## src/rtl/spi3w_pkg.sv

```systemverilog
`timescale 1ns/1ps
package spi3w_pkg;

  typedef enum logic [1:0] {
    PH_IDLE = 2'd0,
    PH_CMD  = 2'd1,
    PH_RSP  = 2'd2,
    PH_DONE = 2'd3
  } phase_e;

  // Control-to-datapath strobes, valid for one system clock cycle each
  typedef struct packed {
    logic clr;        // new exchange: wipe datapath state
    logic shiftIn;    // capture one command bit
    logic storeByte;  // the captured bit completes a command byte
    logic driveBit;   // put the next response bit on the line
    logic firstBit;   // with driveBit: take the word from the register map
    logic relLine;    // release the line
  } strobe_t;

endpackage

```

## src/rtl/spi3w_sync.sv

```systemverilog
`timescale 1ns/1ps
module spi3w_sync #(
  parameter int WIDTH = 3,
  parameter int STAGES = 2,
  parameter logic [WIDTH-1:0] RST_VAL = '1
) (
  input  logic             clk,
  input  logic             rstN,
  input  logic [WIDTH-1:0] din,
  output logic [WIDTH-1:0] dout
);

  logic [STAGES-1:0][WIDTH-1:0] stage;

  always_ff @(posedge clk or negedge rstN) begin
    if (!rstN) begin
      for (int i = 0; i < STAGES; i++) stage[i] <= RST_VAL;
    end else begin
      stage[0] <= din;
      for (int i = 1; i < STAGES; i++) stage[i] <= stage[i-1];
    end
  end

  assign dout = stage[STAGES-1];

endmodule

```

## src/rtl/spi3w_ctrl.sv

```systemverilog
`timescale 1ns/1ps
module spi3w_ctrl
  import spi3w_pkg::*;
#(
  parameter int CMD_BYTES = 2,
  parameter int RSP_BITS  = 16,
  localparam int BYTE_W = (CMD_BYTES > 1) ? $clog2(CMD_BYTES) : 1,
  localparam int RCNT_W = (RSP_BITS > 1) ? $clog2(RSP_BITS) : 1
) (
  input  logic              clk,
  input  logic              rstN,
  input  logic              csActive,
  input  logic              csStart,
  input  logic              sclkRise,
  input  logic              sclkFall,
  output strobe_t           stb,
  output logic [BYTE_W-1:0] byteSel,
  output phase_e            phase
);

  localparam logic [BYTE_W-1:0] CMD_LAST = BYTE_W'(CMD_BYTES - 1);
  localparam logic [RCNT_W-1:0] RSP_LAST = RCNT_W'(RSP_BITS - 1);

  phase_e            phaseQ;
  logic [2:0]        bitCnt;
  logic [BYTE_W-1:0] byteCnt;
  logic [RCNT_W-1:0] rspCnt;

  assign phase   = phaseQ;
  assign byteSel = byteCnt;

  always_comb begin
    stb = '0;
    if (!csActive) begin
      stb.relLine = 1'b1;
    end else if (csStart) begin
      stb.clr = 1'b1;
    end else begin
      unique case (phaseQ)
        PH_CMD: begin
          if (sclkRise) begin
            stb.shiftIn   = 1'b1;
            stb.storeByte = (bitCnt == 3'd7);
          end
        end
        PH_RSP: begin
          if (sclkFall) begin
            stb.driveBit = 1'b1;
            stb.firstBit = (rspCnt == '0);
          end else if (sclkRise && rspCnt == RSP_LAST) begin
            stb.relLine = 1'b1;
          end
        end
        default: ;
      endcase
    end
  end

  always_ff @(posedge clk or negedge rstN) begin
    if (!rstN) begin
      phaseQ  <= PH_IDLE;
      bitCnt  <= '0;
      byteCnt <= '0;
      rspCnt  <= '0;
    end else if (!csActive) begin
      phaseQ <= PH_IDLE;
    end else if (csStart) begin
      phaseQ  <= PH_CMD;
      bitCnt  <= '0;
      byteCnt <= '0;
      rspCnt  <= '0;
    end else begin
      unique case (phaseQ)
        PH_CMD: begin
          if (sclkRise) begin
            bitCnt <= bitCnt + 3'd1;
            if (bitCnt == 3'd7) begin
              if (byteCnt == CMD_LAST) begin
                phaseQ <= PH_RSP;
                rspCnt <= '0;
              end else begin
                byteCnt <= byteCnt + 1'b1;
              end
            end
          end
        end
        PH_RSP: begin
          if (sclkRise) begin
            if (rspCnt == RSP_LAST) phaseQ <= PH_DONE;
            else                    rspCnt <= rspCnt + 1'b1;
          end
        end
        default: ;
      endcase
    end
  end

endmodule

```

## src/rtl/spi3w_dp.sv

```systemverilog
`timescale 1ns/1ps
module spi3w_dp
  import spi3w_pkg::*;
#(
  parameter int CMD_BYTES = 2,
  parameter int RSP_BITS  = 16,
  localparam int BYTE_W   = (CMD_BYTES > 1) ? $clog2(CMD_BYTES) : 1,
  localparam int CMD_BITS = CMD_BYTES * 8
) (
  input  logic                clk,
  input  logic                rstN,
  input  strobe_t             stb,
  input  logic [BYTE_W-1:0]   byteSel,
  input  logic                sdS,
  input  logic [RSP_BITS-1:0] rspData,
  output logic [CMD_BITS-1:0] cmdIndex,
  output logic                driveLow
);

  logic [6:0]          shIn;
  logic [7:0]          nextByte;
  logic [CMD_BITS-1:0] cmdBuf;
  logic [RSP_BITS-1:0] rspSh;
  logic [RSP_BITS-1:0] rspWord;
  logic                driveQ;

  // LSB first: each new bit enters at the top and walks down
  assign nextByte = {sdS, shIn};
  assign rspWord  = stb.firstBit ? rspData : rspSh;

  always_ff @(posedge clk or negedge rstN) begin
    if (!rstN) begin
      shIn   <= '0;
      cmdBuf <= '0;
      rspSh  <= '0;
      driveQ <= 1'b0;
    end else if (stb.clr) begin
      shIn   <= '0;
      cmdBuf <= '0;
      rspSh  <= '0;
      driveQ <= 1'b0;
    end else begin
      if (stb.shiftIn) shIn <= nextByte[7:1];
      if (stb.storeByte) cmdBuf[int'(byteSel)*8 +: 8] <= nextByte;
      if (stb.driveBit) begin
        driveQ <= ~rspWord[0];
        rspSh  <= rspWord >> 1;
      end
      if (stb.relLine) driveQ <= 1'b0;
    end
  end

  assign cmdIndex = cmdBuf;
  assign driveLow = driveQ;

endmodule

```

## src/rtl/spi3w_cmd_slave.sv

```systemverilog
`timescale 1ns/1ps
module spi3w_cmd_slave
  import spi3w_pkg::*;
#(
  parameter int CMD_BYTES = 2,
  parameter int RSP_BYTES = 2,
  localparam int CMD_BITS = CMD_BYTES * 8,
  localparam int RSP_BITS = RSP_BYTES * 8,
  localparam int BYTE_W   = (CMD_BYTES > 1) ? $clog2(CMD_BYTES) : 1
) (
  input  logic                clk,
  input  logic                rstN,
  input  logic                csN,
  input  logic                sclk,
  input  logic                sdIn,
  output logic                lineDriveLow,
  output logic [CMD_BITS-1:0] cmdIndex,
  input  logic [RSP_BITS-1:0] rspData
);

  logic [2:0]        syncOut;
  logic              csS, sclkS, sdS;
  logic              csPrev, sclkPrev;
  logic              csActive, csStart, sclkRise, sclkFall;
  strobe_t           stb;
  logic [BYTE_W-1:0] byteSel;
  phase_e            phase;
  logic              driveQ;

  spi3w_sync #(.WIDTH(3), .STAGES(2), .RST_VAL(3'b111)) u_sync (
    .clk  (clk),
    .rstN (rstN),
    .din  ({sdIn, sclk, csN}),
    .dout (syncOut)
  );

  assign csS   = syncOut[0];
  assign sclkS = syncOut[1];
  assign sdS   = syncOut[2];

  always_ff @(posedge clk or negedge rstN) begin
    if (!rstN) begin
      csPrev   <= 1'b1;
      sclkPrev <= 1'b1;
    end else begin
      csPrev   <= csS;
      sclkPrev <= sclkS;
    end
  end

  assign csActive = ~csS;
  assign csStart  = csPrev & ~csS;
  assign sclkRise = sclkS & ~sclkPrev;
  assign sclkFall = ~sclkS & sclkPrev;

  spi3w_ctrl #(.CMD_BYTES(CMD_BYTES), .RSP_BITS(RSP_BITS)) u_ctrl (
    .clk      (clk),
    .rstN     (rstN),
    .csActive (csActive),
    .csStart  (csStart),
    .sclkRise (sclkRise),
    .sclkFall (sclkFall),
    .stb      (stb),
    .byteSel  (byteSel),
    .phase    (phase)
  );

  spi3w_dp #(.CMD_BYTES(CMD_BYTES), .RSP_BITS(RSP_BITS)) u_dp (
    .clk      (clk),
    .rstN     (rstN),
    .stb      (stb),
    .byteSel  (byteSel),
    .sdS      (sdS),
    .rspData  (rspData),
    .cmdIndex (cmdIndex),
    .driveLow (driveQ)
  );

  // Raw chip select gates the pull-down so a deselect frees the line at once
  assign lineDriveLow = driveQ & ~csN;

endmodule

```

## config.mk

```make
export PLATFORM = sky130hd
export DESIGN_NAME = spi3w_cmd_slave
export DESIGN_NICKNAME = d
export VERILOG_FILES = /design/src/rtl/spi3w_pkg.sv /design/src/rtl/spi3w_sync.sv /design/src/rtl/spi3w_ctrl.sv /design/src/rtl/spi3w_dp.sv /design/src/rtl/spi3w_cmd_slave.sv
export SDC_FILE = /design/constraint.sdc
export NUM_CORES = 1
export LEC_CHECK = 0
export ABC_CLOCK_PERIOD_IN_PS = 5000
export CAP_MARGIN = 15
export CORE_MARGIN = 2
export CORE_UTILIZATION = 54
export CTS_CLUSTER_SIZE = 40
export DETAILED_ROUTE_END_ITERATION = 6
export GPL_TIMING_DRIVEN = 0
export PLACE_DENSITY = 0.81
export SLEW_MARGIN = 30
export SYNTH_ARGS = -nofsm -noshare
export SYNTH_HDL_FRONTEND = slang
export SYNTH_SLANG_ARGS = --single-unit
```

## constraint.sdc

```tcl
create_clock -name clk -period 5 [get_ports clk]
set_clock_uncertainty 0.05 [all_clocks]
set_input_delay 0.75 -clock clk [delete_from_list [all_inputs] [get_ports clk]]
set_output_delay 0.75 -clock clk [all_outputs]
set_load 0.1 [all_outputs]
```

======== Word-level counts from Yosys, hierarchy flattened ========
Index checks and enable logic that the tools add are counted.
word-level totals
  word-level logic and storage cells ...... 100
  input bits .............................. 21
  output and inout bits ................... 17
  register bits after elaboration ......... 58
cells by class
  bitwise operators ....................... 9
  equality and inequality tests ........... 14
  add/sub/neg operators ................... 4
  reduce and logical (&&, ||, !) cells .... 15
  shift operators ......................... 2
  mux-type cells .......................... 44
operators by type and width
  cell                       number
  $mux W16                   5
  $neg A4 Y33                1
  $shift A8 B33 Y16 const A  1
  $shiftx A8 B33 Y16         1
  $mux W4                    6
  $mux W2                    10
  $ne A4 B3 Y1 const B       5
  $bwmux W16                 1
  $mux W7                    2
  $mux W1                    12
  $mux W3                    4
  $ne A3 B2 Y1 const B       4
  $reduce_bool A2 Y1         6
  $mux W5                    2
  $pmux W4 S2                1
  $reduce_and A7 Y1          1
  $reduce_and A6 Y1          1
  $reduce_bool A3 Y1         2
  $not A1 Y1                 5
  $add A4 B1 Y4 const B      1
  $and A1 B1 Y1              4
  $eq A4 B4 Y1 const B       1
  $logic_not A4 Y1           1
  $pmux W2 S2                1
  other kinds (10)           10

======== Depth between registers and ports, before layout ========
Gate-level depths: netlist of the first run.
  depth after elaboration ................. 13
  gate-level depth with buffers ........... 7
  mapped depth without buffers ............ 6

======== Cells and area by module ========
From an unflattened synthesis of the first run, not the netlist that was laid out.
unflattened totals
  cells, all modules ...................... 251
  area total of the unflattened synthesis .. 2711.4 µm²
modules (own cells, without submodules)
  module           area an instance (µm²)  seq. area each (µm²)  times used  cells an instance
  spi3w_dp         1732.9                  975.9                 1           156
  spi3w_ctrl       714.4                   250.2                 1           79
  spi3w_sync       180.2                   157.7                 1           9
  spi3w_cmd_slave  83.8                    52.6                  1           7

======== Least setup slack after synthesis of the first run ========
No wires, ideal clock.
  path kind ............................... in2out
  from .................................... input csN
  to ...................................... output lineDriveLow
  slack ................................... 2115 ps
  stages on the path ...................... 1
  arrival time ............................ 2085 ps
  cells stage by stage .................... nor2b_1
between the ends
  word-level cells in the longest chain between the ends .. 2
ends and longest elaborated chain
  what                RTL line               RTL
  start: declaration  spi3w_cmd_slave.sv:13  input logic csN,
  $not A1 Y1          spi3w_cmd_slave.sv:80  assign lineDriveLow = driveQ & ~csN;
  $and A1 B1 Y1       spi3w_cmd_slave.sv:80
  end: declaration    spi3w_cmd_slave.sv:16  output logic lineDriveLow,
No other way between the ends.

======== Final worst setup path of the first run ========
Ends and elaborated chain as after synthesis.

==> out/qor.yml, run 1 <==
peakVddDrop_mv: 0.261
cts_setup_buffers: 0
postLayoutCoreUtil_pct: 69.2
fp.dieW_um: 73.2
cts_buffers: 9
ios: 38
wl_per_cell_um: 14.4
synth_cell_type_count: 40
track_usage_pct: 21.3
criticalPathCategory: "input pin to output port"
placed_cell_area_mm2: 0.00304
grt_max_degree: 45
dp_hpwl_um: 3460
slew-limit-headroom_pct: 34.8
seq_area_frac_synth_pct: 55.6
drv_cap: 0
r2r_start: "u_ctrl.bitCnt[0]"
grt_pass1_vias: 1884
status: "finished clean"
hp-class: "input pin to async pin"
end_kind: "output port"
htreeDepth: 3
clockBufferDepth: 2
io_buffers: 37
finalCriticalPeriod_ps: 3300
r2r_end: "u_dp.cmdIndex[2]"
antenna_found_initial: 0
yosysWarningCount: 0
rsz0062_at_grt: "false"
routed_wl_um: 5000
yosys.area.top_type: "dfrtp_1"
placedCellCount: 332
finalHoldViolCount: 0
synthesis.nets: 267
syn_inst: 240
crit_fanout: 2
setup_viol: 0
syn_area_mm2: 0.00258
yosysTopAreaCellShare_pct: 47.5
cts_hold_buf: 0
synth_area_per_cell_um2: 10.8
drt-initial-drc-count: 110
coreArea_mm2: 0.00466
die_y_um: 73.2
finalMaxSlewViolations: 0
cp.required_ps: 4200
worstPathArrival_ps: 2500
postRouteAntennaNets: 0
initial_core_util_pct: 55.4
path_clk_slew_ps: 60
leakage_nw: 1.56
drive_gt1_share_pct: 10.2
grt_pass1_wl_um: 8580
rows: 25
drt-pass1-iter-count: 5
clkLatencyLatePin_ps: 330
vias_per_cell: 5.50
die-area_mm2: 0.00535
via_count: 1913
fin_tns_setup_ps: 0
cts_sinks: 57
power.density_mw_per_mm2: 295
grt-ovfl-total: 0
post_cts_resized: 0
drc: 0
fin_area_mm2: 0.00323
synth_area_leaders: "dfrtp_1, mux2i_1, dfstp_2, nand3_1, nand2_1"
num-nets-final: 316
area_growth_pct: 25.0
worstMarginPinSlew_ps: 975
hold_ws_ps: 207
ys_ff_latch: 57
ff2ff_setup_slack_ps: 2950
cts_root_buf: "clkbuf_8"
start_kind: "input pin"
period_share_pct: 65.9
max_freq_mhz: 303
reg2reg_depth: 6
fin_cells: 348
cts_tree: "yes"
finalWeightedCongestion: 0.821
diodes: 0
==> worst max path at each step <==
stage / slack (ps) / depth (start not counted) / end / startpoint
after floorplan: 2110 / 1 / lineDriveLow / csN
after global placement: 1420 / 1 / u_ctrl.rspCnt[1] / rstN
after detailed placement: 1680 / 3 / lineDriveLow / csN
after CTS: 1680 / 3 / lineDriveLow / csN
after global routing: 1650 / 3 / lineDriveLow / csN
final: 1700 / 3 / lineDriveLow / csN
==> worst max-delay path, cell delays in order <==
cell and delay, ps:
clkdlybuf4s50_1 450, nor2b_1 150, clkdlybuf4s50_1 1150
==> cells in the mapped netlist, drive strengths merged <==
cell type  count
a41o           1
a22o           1
dfstp          8
nand2         23
inv            9
nor2          21
nor4           2
nor3           1
o21ai         17
nand3         18
and3           2
clkbuf         7
a221oi         1
buf            4
nand4          3
ha             6
o22ai          1
and3b          1
a311oi         2
a31oi          2
a32o           1
nand2b         5
nand4b         1
dfrtp         49
nor3b          1
mux2i         31
a21oi         13
a21boi         1
a21o           1
xnor2          1
nand3b         1
and2b          2
nor2b          3
==> stage by stage <==
stage	setup WS, ps	total power [mW]
final	1700	0.952
after global routing	1650	0.989
after CTS	1680	0.963
after detailed placement	1680	0.546
after global placement	1420	0.543
after floorplan	2110	0.511
==> placed cells by master (no fill, tap or decap), types with 2 or more instances in the layout <==
master / n
dfstp_2: 8
o21ai_0: 17
a31oi_1: 2
and2b_1: 2
clkdlybuf4s50_1: 36
buf_4: 2
a311oi_1: 2
inv_1: 8
clkbuf_8: 10
nor2_1: 20
nand2_1: 23
mux2i_1: 31
ha_1: 6
and3_1: 2
clkbuf_1: 10
nor2b_1: 3
clkinv_2: 2
dfrtp_1: 49
nand4_1: 2
a21oi_1: 13
nand2b_1: 4
nand3_1: 18
buf_1: 2
==> area by class of cell <==
type	count	area (um^2)
Sequential cell	57	1440
Multi-Input combinational cell	163	1070
Clock buffer	13	149
Inverter	9	33.8
Buffer	11	46.3
Clock inverter	3	40.0
Fill cell	375	1430
Tap cell	54	67.6
Timing Repair Buffer	38	388
==> layer usage <==
metal | global-route usage [%] | up-vias | wire length, um
met5 | 0 | - | 0
met4 | 9.67 | 0 | 59
met3 | 5.80 | 5 | 151
met2 | 31.8 | 33 | 2340
met1 | 29.0 | 941 | 2450
li1 | - | 934 | -
==> logic make-up (layout without fill, tap and decap cells) <==
group,after synthesis,count (layout),synth area share [%]
DFF,57,57,55.6
muxes,31,31,12.0
xor gates and xnor gates,1,1,0.339
and+or+nand+nor,84,84,16.8
AOI/OAI and AO/OA,41,41,9.25
buffers and inverters,20,74,3.10
adders and majority gates,6,6,2.91
==> registers in the layout, summed over array words and instances, names as in the netlist <==
register and cells:
u_dp.driveLow 1, csPrev 1, sclkPrev 1, u_dp.rspSh 15, u_ctrl.bitCnt 3, u_sync.stage 3, u_ctrl.rspCnt 4, u_dp.cmdIndex 16
u_sync.dout 3, u_ctrl.byteSel 1, u_ctrl.phase 2, u_dp.shIn 7
==> report_power, final <==
group / leakage [nW] / total (mW) / internal [mW] / switching (mW)
Clock: 0.0974 / 0.414 / 0.242 / 0.172
Combinational: 0.696 / 0.0596 / 0.0275 / 0.0321
Sequential: 0.767 / 0.478 / 0.471 / 0.00620
Power figures use the tool's default switching activity.
==> run 2, diff against run 1 <==
- ABC_CLOCK_PERIOD_IN_PS: 5000 -> 2700
- CORE_UTILIZATION: 54 -> 48
- PLACE_DENSITY: 0.81 -> 0.77
- clock period: 5 -> 2.7 ns (I/O delays scaled with it)
==> run 2 against run 1 <==
  * Global-route usage decreased by 2.7 points
  * Hold slack improved by 99 ps
  * Core utilization decreased by 5.5 points
  * Register-to-register slack got worse by 2300 ps
  * Wire length increased by 0.66%
  * Via count increased by 2.0%
  * Combinational power increased by 88%
  * Critical path depth unchanged
  * Largest cell class unchanged
==> out/qor.yml, run 2 (synthesized netlist as in run 1, its figures left out) <==
clkLatencyLatePin_ps: 330
final_common_cell: "dfrtp_1"
finalWeightedCongestion: 0.775
area_growth_pct: 26.8
grt_pass1_vias: 1840
cts_sinks: 57
coreArea_mm2: 0.00514
post_cts_resized: 0
wl_per_cell_um: 13.8
grt-ovfl-total: 0
finalCriticalPeriod_ps: 2530
htreeDepth: 3
status: "finished clean"
fillers: 426
drt-pass1-iter-count: 4
placedCellCount: 348
cts_root_buf: "clkbuf_8"
power.density_mw_per_mm2: 553
grt_max_degree: 37
postRouteAntennaNets: 0
drc: 0
ios: 38
leakage_nw: 1.57
fin_tns_setup_ps: 0
fp.dieW_um: 77.4
rsz0062_at_grt: "false"
die-area_mm2: 0.00598
setup_viol: 0
criticalPathCategory: "input pin to output port"
end_kind: "output port"
cp.required_ps: 2250
worstMarginPinSlew_ps: 976
antenna_found_initial: 0
worstPathArrival_ps: 2070
finalHoldViolCount: 0
num-nets-final: 317
crit_fanout: 2
rows: 26
slew-limit-headroom_pct: 34.7
cts_tree: "yes"
vias_per_cell: 5.35
via_count: 1951
final_cell_mix: "dfrtp_1, clkdlybuf4s50_1, mux2i_1, nand2_1, nor2_1"
cts_setup_buffers: 0
drv_cap: 0
start_kind: "input pin"
fin_cells: 365
drive_gt1_share_pct: 10.8
peakVddDrop_mv: 0.466
initial_core_util_pct: 50.2
io_buffers: 37
clockBufferDepth: 2
largest_reg_flops: 16
max_freq_mhz: 396
die_y_um: 77.4
routed_wl_um: 5030
cts_buffers: 9
period_share_pct: 93.6
drt-initial-drc-count: 138
postLayoutCoreUtil_pct: 63.7
hp-class: "register to register"
dp_hpwl_um: 3480
grt_pass1_wl_um: 8690
diodes: 0
path_clk_slew_ps: 60
finalMaxSlewViolations: 0
track_usage_pct: 18.6
hold_ws_ps: 306
run 2: cell types whose count changed in the layout (fill, tap and decap cells not counted), sizes merged:
cell / delta
clkbuf: -1
clkinvlp: +1
dlygate4sd3: +1
run 2: critical path, stage by stage:
cell             delay [ps]
clkdlybuf4s50_1         420
nor2b_1                 110
clkdlybuf4s50_1        1140
run 2: repair_timing:
action                                 4_1_cts  5_1_grt
setup endpoints to repair                    0        0
endpoints found under the hold margin       21        0
hold buffers                                 1        0
run 2: worst paths after layout:
kind                             startpoint                to  slack (ps)  cells after the start
min                         u_sync.stage[0]    u_sync.dout[0]         310                      0
max reg2reg                u_ctrl.bitCnt[0]  u_dp.cmdIndex[6]         620                      6
max in group asynchronous              rstN   u_sync.stage[0]        1600                      3
min in group asynchronous              rstN  u_dp.cmdIndex[3]         460                      2
min reg2reg                 u_sync.stage[0]    u_sync.dout[0]         310                      0
max                                     csN      lineDriveLow         170                      3
run 2: cell type report:
| class | instances | area (um^2) | share of cell area [%] |
|---|---|---|---|
| buffer | 11 | 46.3 | 1.41 |
| clock buffer | 12 | 155 | 4.74 |
| multi-input combinational | 163 | 1070 | 32.6 |
| clock inverter | 4 | 51.3 | 1.57 |
| timing repair buffer | 39 | 398 | 12.2 |
| tap | 70 | 87.6 | 2.67 |
| sequential | 57 | 1440 | 43.9 |
| inverter | 9 | 33.8 | 1.03 |
run 2: routing by layer:
metal	routed length, um	part of all wire [%]	track usage (%)	vias to the layer above
met1	2490	49	26.0	944
met2	2250	45	26.9	46
met3	168	3.3	3.49	14
met4	130	2.6	11.4	0
met5	0	0	0	-
li1	-	-	-	947
run 2: report_power, final:
group | internal (mW) | leakage [nW] | switching (mW)
logic | 0.0517 | 0.700 | 0.0598
clock network | 0.476 | 0.103 | 0.338
registers | 0.873 | 0.767 | 0.0118
total | 1.40 | 1.57 | 0.410
run 2: metrics by stage:
| step | area [um^2] | total power [mW] | setup WS (ps) |
|---|---|---|---|
| final | 3270 | 1.81 | 172 |
| after global routing | 3270 | 1.88 | 94.4 |
| after CTS | 3270 | 1.83 | 171 |
| after detailed placement | 3060 | 1.01 | 160 |
| after global placement | 3040 | 1.01 | -552 |
| after floorplan | 2580 | 0.946 | 505 |
==> run 3, diff against run 2 <==
- CORE_MARGIN: 2 -> not set
- CTS_CLUSTER_SIZE: 40 -> 24
- SETUP_SLACK_MARGIN: not set -> 0.4
==> run 3 against run 2 <==
  * Clock-buffer cell count decreased by 1
  * Setup slack improved by 260 ps
  * First-iteration DRC count decreased by 0.72%
  * Largest power group is now clock
  * Die area decreased by 5.1%
  * Final area increased by 1.7%
  * Fmax increased by 11%
  * Final cell count unchanged
  * Critical path depth decreased by 2
  * Hold slack got worse by 1.6 ps
  * Wire length decreased by 1.5%
  * Global-route usage increased by 1.2 points
  * Sequential share of layout area decreased by 0.73 points
==> out/qor.yml, run 3 (synthesized netlist as in run 1, its figures left out) <==
wl_per_cell_um: 13.6
worst-path-buf-inv: 1
rows: 26
path_clk_slew_ps: 70
drt-pass1-iter-count: 4
drive_gt1_share_pct: 11.2
setup_viol: 0
critical_path_depth: 1
max_freq_mhz: 440
leakage_nw: 1.83
max_stage_delay_ps: 1130
postRouteAntennaNets: 0
clkLatencyLatePin_ps: 340
diodes: 0
cts_setup_buffers: 0
cp-startpoint: "u_dp.cmdIndex[8]"
via_count: 1895
cts_tree: "yes"
grt_pass1_vias: 1793
routed_wl_um: 4960
finalHoldViolCount: 0
cts_root_buf: "clkbuf_8"
fp.dieW_um: 75.4
r2r_start: "u_ctrl.bitCnt[0]"
finalCriticalPeriod_ps: 2270
drt-initial-drc-count: 137
postLayoutCoreUtil_pct: 64.8
worst_path_max_delay_cell: "clkdlybuf4s50_1"
dp_hpwl_um: 3320
cts_sinks: 57
track_usage_pct: 19.8
period_share_pct: 84.1
finalMaxSlewViolations: 0
grt-ovfl-total: 0
hold_start: "u_sync.stage[0]"
path_cells: "clkdlybuf4s50_1"
cp.required_ps: 2250
die_y_um: 75.4
hold_ws_ps: 304
drc: 0
hp-class: "register to register"
r2r_end: "u_dp.cmdIndex[2]"
clockBufferDepth: 2
die-area_mm2: 0.00568
end_kind: "output port"
htreeDepth: 3
vias_per_cell: 5.19
grt_max_degree: 42
start_kind: "register"
setup_ws_ps: 428
final_common_cell: "dfrtp_1"
ff2ff_setup_slack_ps: 650
criticalPathCategory: "register to output port"
io_buffers: 37
cp_top_family: "buffers and inverters"
drv_cap: 0
finalWeightedCongestion: 0.738
post-place-ws_ps: 171
slew-limit-headroom_pct: 35.0
area_growth_pct: 28.9
ios: 38
largest_reg_flops: 16
worstMarginPinSlew_ps: 973
reg2reg_depth: 6
worstPathArrival_ps: 1820
grt_pass1_wl_um: 8200
status: "finished clean"
cts_buffers: 9
rsz0062_at_grt: "false"
initial_core_util_pct: 50.2
crit_fanout: 2
critPathCapture: "cmdIndex[8]"
final_cell_mix: "dfrtp_1, mux2i_1, nand2_1, clkdlybuf4s50_1, nor2_1"
num-nets-final: 317
antenna_found_initial: 0
peakVddDrop_mv: 0.533
coreArea_mm2: 0.00514
power.density_mw_per_mm2: 570
## run 3: final cells by class
type	instances	area [um^2]
sequential	57	1440
inverter	9	33.8
buffer	11	46.3
fill	428	1810
timing repair buffer	39	430
multi-input combinational	163	1070
clock inverter	5	77.6
tap	70	87.6
clock buffer	11	151
## run 3: power by group
| group | total [mW] | internal [mW] | switching, mW | leakage, nW |
|---|---|---|---|---|
| clock network | 0.903 | 0.566 | 0.337 | 0.115 |
| logic | 0.112 | 0.0519 | 0.0598 | 0.945 |
| registers | 0.884 | 0.873 | 0.0113 | 0.767 |
| total | 1.90 | 1.49 | 0.408 | 1.83 |
## run 3: per-stage QoR
stage	cell area, um^2	power (mW)	TNS [ps]	cells
after floorplan	2580	0.946	0	240
after global placement	3040	1.01	-27530	347
after detailed placement	3060	1.01	0	348
after CTS	3300	1.92	0	365
after global routing	3330	1.96	0	365
final	3330	1.90	0	365
## run 3: timing repair
item / 4_1_cts / 5_1_grt
endpoints found under the setup margin: 1 / 14
hold buffers: 1 / 0
hold endpoints to repair: 16 / 0
gates resized for setup: 1 / 14
cloned: 0 / 0
## run 3: worst min path at each step
| stage | to | slack (ps) | cells after the start |
|---|---|---|---|
| 6_report | u_sync.dout[0] | 300 | 0 |
| 3_5_place_dp | u_dp.rspSh[2] | 240 | 1 |
| 2_1_floorplan | u_ctrl.bitCnt[0] | 60 | 0 |
| 3_3_place_gp | u_sync.dout[0] | 300 | 0 |
| 4_1_cts | u_sync.dout[0] | 310 | 0 |
| 5_1_grt | u_sync.dout[0] | 310 | 0 |
## run 3: metal layers
| layer | vias to the layer above | GRT usage, % | share of wire, % |
|---|---|---|---|
| li1 | 939 | - | - |
| met1 | 921 | 27.2 | 48 |
| met2 | 27 | 30.0 | 47 |
| met3 | 8 | 3.97 | 2.7 |
| met4 | 0 | 10.5 | 2.1 |
| met5 | - | 0 | 0 |
